==> src/rtl/epp_bridge_pkg.sv <==
package epp_bridge_pkg;
  typedef enum logic [1:0] {
    ST_IDLE,
    ST_SETUP,
    ST_STROBE,
    ST_DONE
  } cyc_state_e;

  localparam int OFS_W = 3;
  localparam logic [OFS_W-1:0] OFS_STATUS = 3'd1;
  localparam logic [OFS_W-1:0] OFS_ADDR   = 3'd3;
  localparam logic [OFS_W-1:0] OFS_DATA   = 3'd4;
  localparam logic [7:0]       TMO_BYTE   = 8'hFF;
endpackage

==> src/rtl/epp_stall_timer.sv <==
module epp_stall_timer #(
  parameter int CYCLES = 2500
) (
  input  logic clk,
  input  logic rst_n,
  input  logic run,
  output logic expired
);
  localparam int CW = $clog2(CYCLES + 1);
  localparam logic [CW-1:0] LAST = CW'(CYCLES - 1);

  logic [CW-1:0] cnt;

  assign expired = run && (cnt == LAST);

  always_ff @(posedge clk or negedge rst_n) begin
    if (!rst_n)        cnt <= '0;
    else if (!run)     cnt <= '0;
    else if (!expired) cnt <= cnt + 1'b1;
  end
endmodule

==> src/rtl/epp_cycle_fsm.sv <==
module epp_cycle_fsm
  import epp_bridge_pkg::*;
(
  input  logic             clk,
  input  logic             rst_n,
  input  logic             host_cs,
  input  logic [OFS_W-1:0] host_addr,
  input  logic             host_rd_n,
  input  logic             host_wr_n,
  input  logic             per_hold_n,
  input  logic             expired,
  output cyc_state_e       state,
  output logic             start,
  output logic             is_read,
  output logic             is_addr,
  output logic             ack_seen,
  output logic             tmo_hit
);
  cyc_state_e nxt;
  logic       decoded;

  assign decoded  = (host_addr == OFS_ADDR) || (host_addr == OFS_DATA);
  assign start    = (state == ST_IDLE) && host_cs && decoded && (!host_rd_n || !host_wr_n);
  assign ack_seen = (state == ST_STROBE) && per_hold_n;
  assign tmo_hit  = (state == ST_STROBE) && !per_hold_n && expired;

  always_comb begin
    nxt = state;
    case (state)
      ST_IDLE:   if (start) nxt = ST_SETUP;
      ST_SETUP:  nxt = ST_STROBE;
      ST_STROBE: if (ack_seen || tmo_hit) nxt = ST_DONE;
      ST_DONE:   if (host_rd_n && host_wr_n) nxt = ST_IDLE;
      default:   nxt = ST_IDLE;
    endcase
  end

  always_ff @(posedge clk or negedge rst_n) begin
    if (!rst_n) begin
      state   <= ST_IDLE;
      is_read <= 1'b0;
      is_addr <= 1'b0;
    end else begin
      state <= nxt;
      if (start) begin
        is_read <= !host_rd_n;
        is_addr <= (host_addr == OFS_ADDR);
      end
    end
  end
endmodule

==> src/rtl/epp_bridge_regs.sv <==
module epp_bridge_regs
  import epp_bridge_pkg::*;
#(
  parameter int DW = 8
) (
  input  logic             clk,
  input  logic             rst_n,
  input  logic             start,
  input  logic             is_read,
  input  logic             ack_seen,
  input  logic             tmo_hit,
  input  logic             host_cs,
  input  logic [OFS_W-1:0] host_addr,
  input  logic             host_wr_n,
  input  logic [DW-1:0]    host_din,
  input  logic [DW-1:0]    per_din,
  output logic [DW-1:0]    wbyte,
  output logic [DW-1:0]    host_dout,
  output logic             tmo_flag
);
  logic [DW-1:0] rbyte;
  logic          clr;

  assign clr = host_cs && !host_wr_n && (host_addr == OFS_STATUS) && host_din[0];

  always_ff @(posedge clk or negedge rst_n) begin
    if (!rst_n) begin
      wbyte    <= '0;
      rbyte    <= '0;
      tmo_flag <= 1'b0;
    end else begin
      if (start) wbyte <= host_din;
      if (is_read && ack_seen)     rbyte <= per_din;
      else if (is_read && tmo_hit) rbyte <= DW'(TMO_BYTE);
      if (tmo_hit)  tmo_flag <= 1'b1;
      else if (clr) tmo_flag <= 1'b0;
    end
  end

  always_comb begin
    if (host_addr == OFS_ADDR || host_addr == OFS_DATA) host_dout = rbyte;
    else if (host_addr == OFS_STATUS) host_dout = {{(DW-1){1'b0}}, tmo_flag};
    else host_dout = '0;
  end
endmodule

==> src/rtl/epp_host_bridge.sv <==
module epp_host_bridge
  import epp_bridge_pkg::*;
#(
  parameter int TMO_CYCLES = 2500
) (
  input  logic       clk,
  input  logic       rst_n,
  input  logic       host_cs,
  input  logic [2:0] host_addr,
  input  logic       host_rd_n,
  input  logic       host_wr_n,
  input  logic [7:0] host_din,
  output logic [7:0] host_dout,
  output logic       host_ready,
  output logic       host_irq,
  input  logic       ctl_dir_in,
  input  logic       ctl_wr_force,
  input  logic       ctl_wr_val,
  input  logic       ctl_per_reset,
  output logic [7:0] per_dout,
  output logic       per_dout_en,
  input  logic [7:0] per_din,
  output logic       per_wr_n,
  output logic       per_dstrobe_n,
  output logic       per_astrobe_n,
  input  logic       per_hold_n,
  input  logic       per_irq,
  output logic       per_reset_n,
  output logic       per_dir_in
);
  cyc_state_e state;
  logic start, is_read, is_addr, ack_seen, tmo_hit, expired, tmo_flag;
  logic in_cyc, rd_cyc, wr_cyc, stb_on;

  epp_cycle_fsm u_fsm (
    .clk(clk), .rst_n(rst_n), .host_cs(host_cs), .host_addr(host_addr),
    .host_rd_n(host_rd_n), .host_wr_n(host_wr_n), .per_hold_n(per_hold_n),
    .expired(expired), .state(state), .start(start), .is_read(is_read),
    .is_addr(is_addr), .ack_seen(ack_seen), .tmo_hit(tmo_hit)
  );

  epp_stall_timer #(.CYCLES(TMO_CYCLES)) u_timer (
    .clk(clk), .rst_n(rst_n), .run(state == ST_STROBE), .expired(expired)
  );

  epp_bridge_regs #(.DW(8)) u_regs (
    .clk(clk), .rst_n(rst_n), .start(start), .is_read(is_read),
    .ack_seen(ack_seen), .tmo_hit(tmo_hit), .host_cs(host_cs),
    .host_addr(host_addr), .host_wr_n(host_wr_n), .host_din(host_din),
    .per_din(per_din), .wbyte(per_dout), .host_dout(host_dout),
    .tmo_flag(tmo_flag)
  );

  assign in_cyc = (state != ST_IDLE);
  assign rd_cyc = in_cyc && is_read;
  assign wr_cyc = in_cyc && !is_read;
  assign stb_on = (state == ST_STROBE) || (state == ST_DONE);

  assign per_dstrobe_n = !(stb_on && !is_addr);
  assign per_astrobe_n = !(stb_on && is_addr);
  assign per_dir_in    = rd_cyc || (!wr_cyc && ctl_dir_in);
  assign per_wr_n      = ctl_wr_force ? ctl_wr_val : !wr_cyc;
  assign per_dout_en   = wr_cyc;
  assign host_ready    = !((state == ST_SETUP) || (state == ST_STROBE));
  assign host_irq      = per_irq;
  assign per_reset_n   = !ctl_per_reset;
endmodule

==> config.mk <==
export PLATFORM = sky130hd
export DESIGN_NAME = epp_host_bridge
export DESIGN_NICKNAME = d
export VERILOG_FILES = /design/src/rtl/epp_bridge_pkg.sv /design/src/rtl/epp_stall_timer.sv /design/src/rtl/epp_cycle_fsm.sv /design/src/rtl/epp_bridge_regs.sv /design/src/rtl/epp_host_bridge.sv
export SDC_FILE = /design/constraint.sdc
export NUM_CORES = 1
export LEC_CHECK = 0
export ABC_CLOCK_PERIOD_IN_PS = 2500
export BUFFER_PORTS_ARGS = -buffer_cell sky130_fd_sc_hd__buf_2
export CAP_MARGIN = 20
export CORE_MARGIN = 2
export CORE_UTILIZATION = 29
export CTS_BUF_LIST = sky130_fd_sc_hd__clkbuf_16
export DETAILED_ROUTE_END_ITERATION = 6
export PLACE_DENSITY = 0.54
export SLEW_MARGIN = 25
export SYNTH_ARGS = -nofsm -noshare
export SYNTH_HDL_FRONTEND = slang
export SYNTH_SLANG_ARGS = --single-unit
==> constraint.sdc <==
create_clock -name clk -period 2.5 [get_ports clk]
set_clock_uncertainty 0.15 [all_clocks]
set_input_delay 0.125 -clock clk [delete_from_list [all_inputs] [get_ports clk]]
set_output_delay 0.125 -clock clk [all_outputs]
set_load 0.03 [all_outputs]
==> flow_summary.toml <==
[finish]
multi_input_area_um2 = 805
nFillCells = 552
layout_common_cells = "buf_2 (51), dfrtp_1 (33), dlygate4sd3_1 (20)"
area_growth_pct = 42.8
finalNetCount = 269
antenna_cells = 0
final_common_cell = "buf_2"
regArea_um2 = 826
final_core_util_pct = 43.3
drive_gt1_share_pct = 30.6

[logic_synthesis]
ys_types = 36
synth-main-ff-cell = "dfrtp_1"
synth_nets = 192
synth_seq_cells = 33
synth_area_um2 = 1680
synth_edf_count = 0
synth_seq_area_share_pct = 49.1
ys_warn_count = 0
avgSynthCellArea_um2 = 10.7
syn_inst = 157
async_reset_ff_share_pct = 100

[clock_network]
cts_htree_levels = 2
cts_buffer_depth = 2
cts_tree = "yes"
cts_root_buf = "clkbuf_16"
clkSlewWorstSetupHoldPaths_ns = 0.05
postCtsSetupRepairBufs = 0
numCtsBuffers = 5
clk_latency_ns = 0.27
clock-sinks = 33

[pwr]
intPower_uw = 1550
p_switching_uw = 886
peakVddDrop_mv = 0.539
power_frac_comb_pct = 38.7
power.share.clock_pct = 28.6
powerDensity_nw_per_um2 = 1010
power_leakage_uw = 0.00115
p_total_uw = 2430
p_seq_share_pct = 32.7
switching_share_pct = 36.4

[status]
status = "complete, no violations"

[drt]
num_vias = 1406
drt-initial-drc-count = 70
ant_nets = 0
drcViolationCount = 0
dr.pass1.iters = 4
routed_wl_mm = 3.80
viasPerCell = 4.58
wl_per_cell_um = 12.4

[timing]
rsz0062_at_grt = "no"
post-route-period-util_pct = 84.5
setup_viol = 0
relSlewSlack_pct = 50.1
final-hold-violation-count = 0
worstMarginPinSlew_ns = 0.748
final.setup.tns_ns = 0
timing.final.crit_period_ns = 2.11
drv_slew = 0
max_freq_mhz = 473

[placement]
io_buffers = 51
dp_hpwl_mm = 2.72
gp_congestion = 0.733

[critical_path]
path_max_fanout = 5
r2r_cells = 5
crit_path_end_kind = "register"
arrival_ns = 2.16
crit_path_max_incr_delay_ns = 0.54
crit_type = "in -> reg"
slowest_stage = "dlygate4sd3_1"
worstPathRequired_ns = 2.55
path_buf_inv = 2
crit_family = "compound AO/OA/AOI/OAI gates"
cp-start-kind = "primary input"
rr_endpoint = "u_fsm.state[1]"
r2r-start = "u_timer.cnt[0]"
crit_path_cell_trace = "dlygate4sd3_1, buf_2, or3b_1, a221o_1, a222oi_1, mux2i_1"
ff2ff_setup_slack_ns = 0.45

[global_route]
grt_max_degree = 34
gr-total-overflow = 0
track_usage_pct = 12.9
grt_pass1_wl_mm = 6.33
antenna_found_initial = 0
grt_pass1_vias = 1368

[die]
start_util_pct = 30.3
fp.dieW_um = 80.1
core_region_area_um2 = 5540
dieArea_um2 = 6420
die_y_um = 80.1
io_pins = 54
rows = 27

[min_path]
worstHoldPathType = "in -> reg"
hold_depth = 4
hold_end = "u_regs.tmo_flag"
hold_path_startpoint = "per_hold_n"

[flow_run]
maxCapViolCount = 0
worst register-to-register path: stages (launching register included):
cell and delay, ns:
dfrtp_1 0.40, ha_1 0.24, nor2b_1 0.18, nand4_1 0.28
a222oi_1 0.50, mux2i_1 0.23
power groups by stage:
stage | sequential [µW] | clock [µW] | combinational [µW]
final | 795 | 696 | 941
after global routing | 820 | 748 | 1030
after global placement | 802 | 0 | 925
after CTS | 799 | 720 | 958
after floorplan | 902 | 0 | 555
after detailed placement | 806 | 0 | 932
per-stage QoR:
step / setup slack [ns] / area (µm²) / std cells / hold slack (ns)
floorplan: 0.582 / 1680 / 157 / -0.321
global placement: 0.490 / 2030 / 279 / 0.100
detailed placement: 0.416 / 2030 / 279 / 0.0986
CTS: 0.385 / 2400 / 307 / 0.0235
global route: 0.271 / 2400 / 307 / 0.0695
finish: 0.387 / 2400 / 307 / 0.0200
worst max-delay path by stage:
stage	cells past startpoint	startpoint	end
5_1_grt	5	u_timer.cnt[0]	u_fsm.state[1]
3_5_place_dp	5	u_timer.cnt[0]	u_fsm.state[1]
2_1_floorplan	5	u_fsm.state[0]	per_astrobe_n
3_3_place_gp	5	u_timer.cnt[0]	u_fsm.state[1]
6_report	6	host_addr[0]	u_fsm.state[1]
4_1_cts	6	host_addr[0]	u_fsm.state[1]
synthesized netlist by cell type (2+ instances only):
| master | n | share of area [%] |
|---|---|---|
| nor3_1 | 3 | 0.89 |
| ha_1 | 5 | 3.7 |
| nand2_1 | 13 | 2.9 |
| nand4_1 | 3 | 1.1 |
| and2_1 | 18 | 6.7 |
| xor2_1 | 5 | 2.6 |
| mux2_2 | 9 | 6.0 |
| nor4_1 | 3 | 1.1 |
| a21oi_1 | 3 | 0.89 |
| clkbuf_1 | 2 | 0.45 |
| nand3_1 | 6 | 1.8 |
| nand2b_1 | 2 | 0.74 |
| a21boi_0 | 2 | 0.89 |
| o21ai_0 | 7 | 2.1 |
| dfrtp_1 | 33 | 49 |
| mux2i_1 | 3 | 1.8 |
| o22a_1 | 8 | 4.2 |
| xnor2_1 | 3 | 1.6 |
| inv_1 | 8 | 1.8 |
| nor2b_1 | 5 | 1.9 |
logic make-up (layout without fill, tap and decap cells):
| family | count (synthesis) | after routing | synth area share (%) |
|---|---|---|---|
| xor gates and xnor gates | 8 | 8 | 4.17 |
| DFF | 33 | 33 | 49.1 |
| buffers and inverters | 12 | 90 | 2.98 |
| muxes | 12 | 12 | 7.82 |
| and+or+nand+nor | 60 | 60 | 20.3 |
| adders and majority gates | 5 | 5 | 3.72 |
| AOI/OAI and AO/OA | 27 | 27 | 11.9 |
per-layer routing:
metal  wire, µm  part of all wire, %  GRT usage, %  vias up
met2       1790                   47          20.8       37
met1       1750                   46          16.2      651
met3        203                  5.3          3.15        6
met5          0                    0             0        -
li1           -                    -             -      712
met4         60                  1.6          6.27        0
cell type report:
| class | instances | share of cell area [%] |
|---|---|---|
| Sequential cell | 33 | 34.4 |
| Multi-Input combinational cell | 112 | 33.5 |
| Timing Repair Buffer | 74 | 19.9 |
| Clock buffer | 5 | 5.21 |
| Tap cell | 72 | 3.75 |
| Clock inverter | 3 | 1.93 |
| Inverter | 8 | 1.25 |
registers in the layout, summed over array words and instances (netlist names):
| signal | flops |
|---|---|
| u_fsm.state | 2 |
| u_fsm.is_read | 1 |
| u_fsm.is_addr | 1 |
| u_regs.rbyte | 8 |
| u_regs.tmo_flag | 1 |
| u_timer.cnt | 12 |
| u_regs.wbyte | 8 |
what timing repair did:
item,4_1_cts,5_1_grt
resized for setup,0,0
hold buffers,20,0
hold endpoints to repair,52,0
Power figures use the tool's default switching activity.
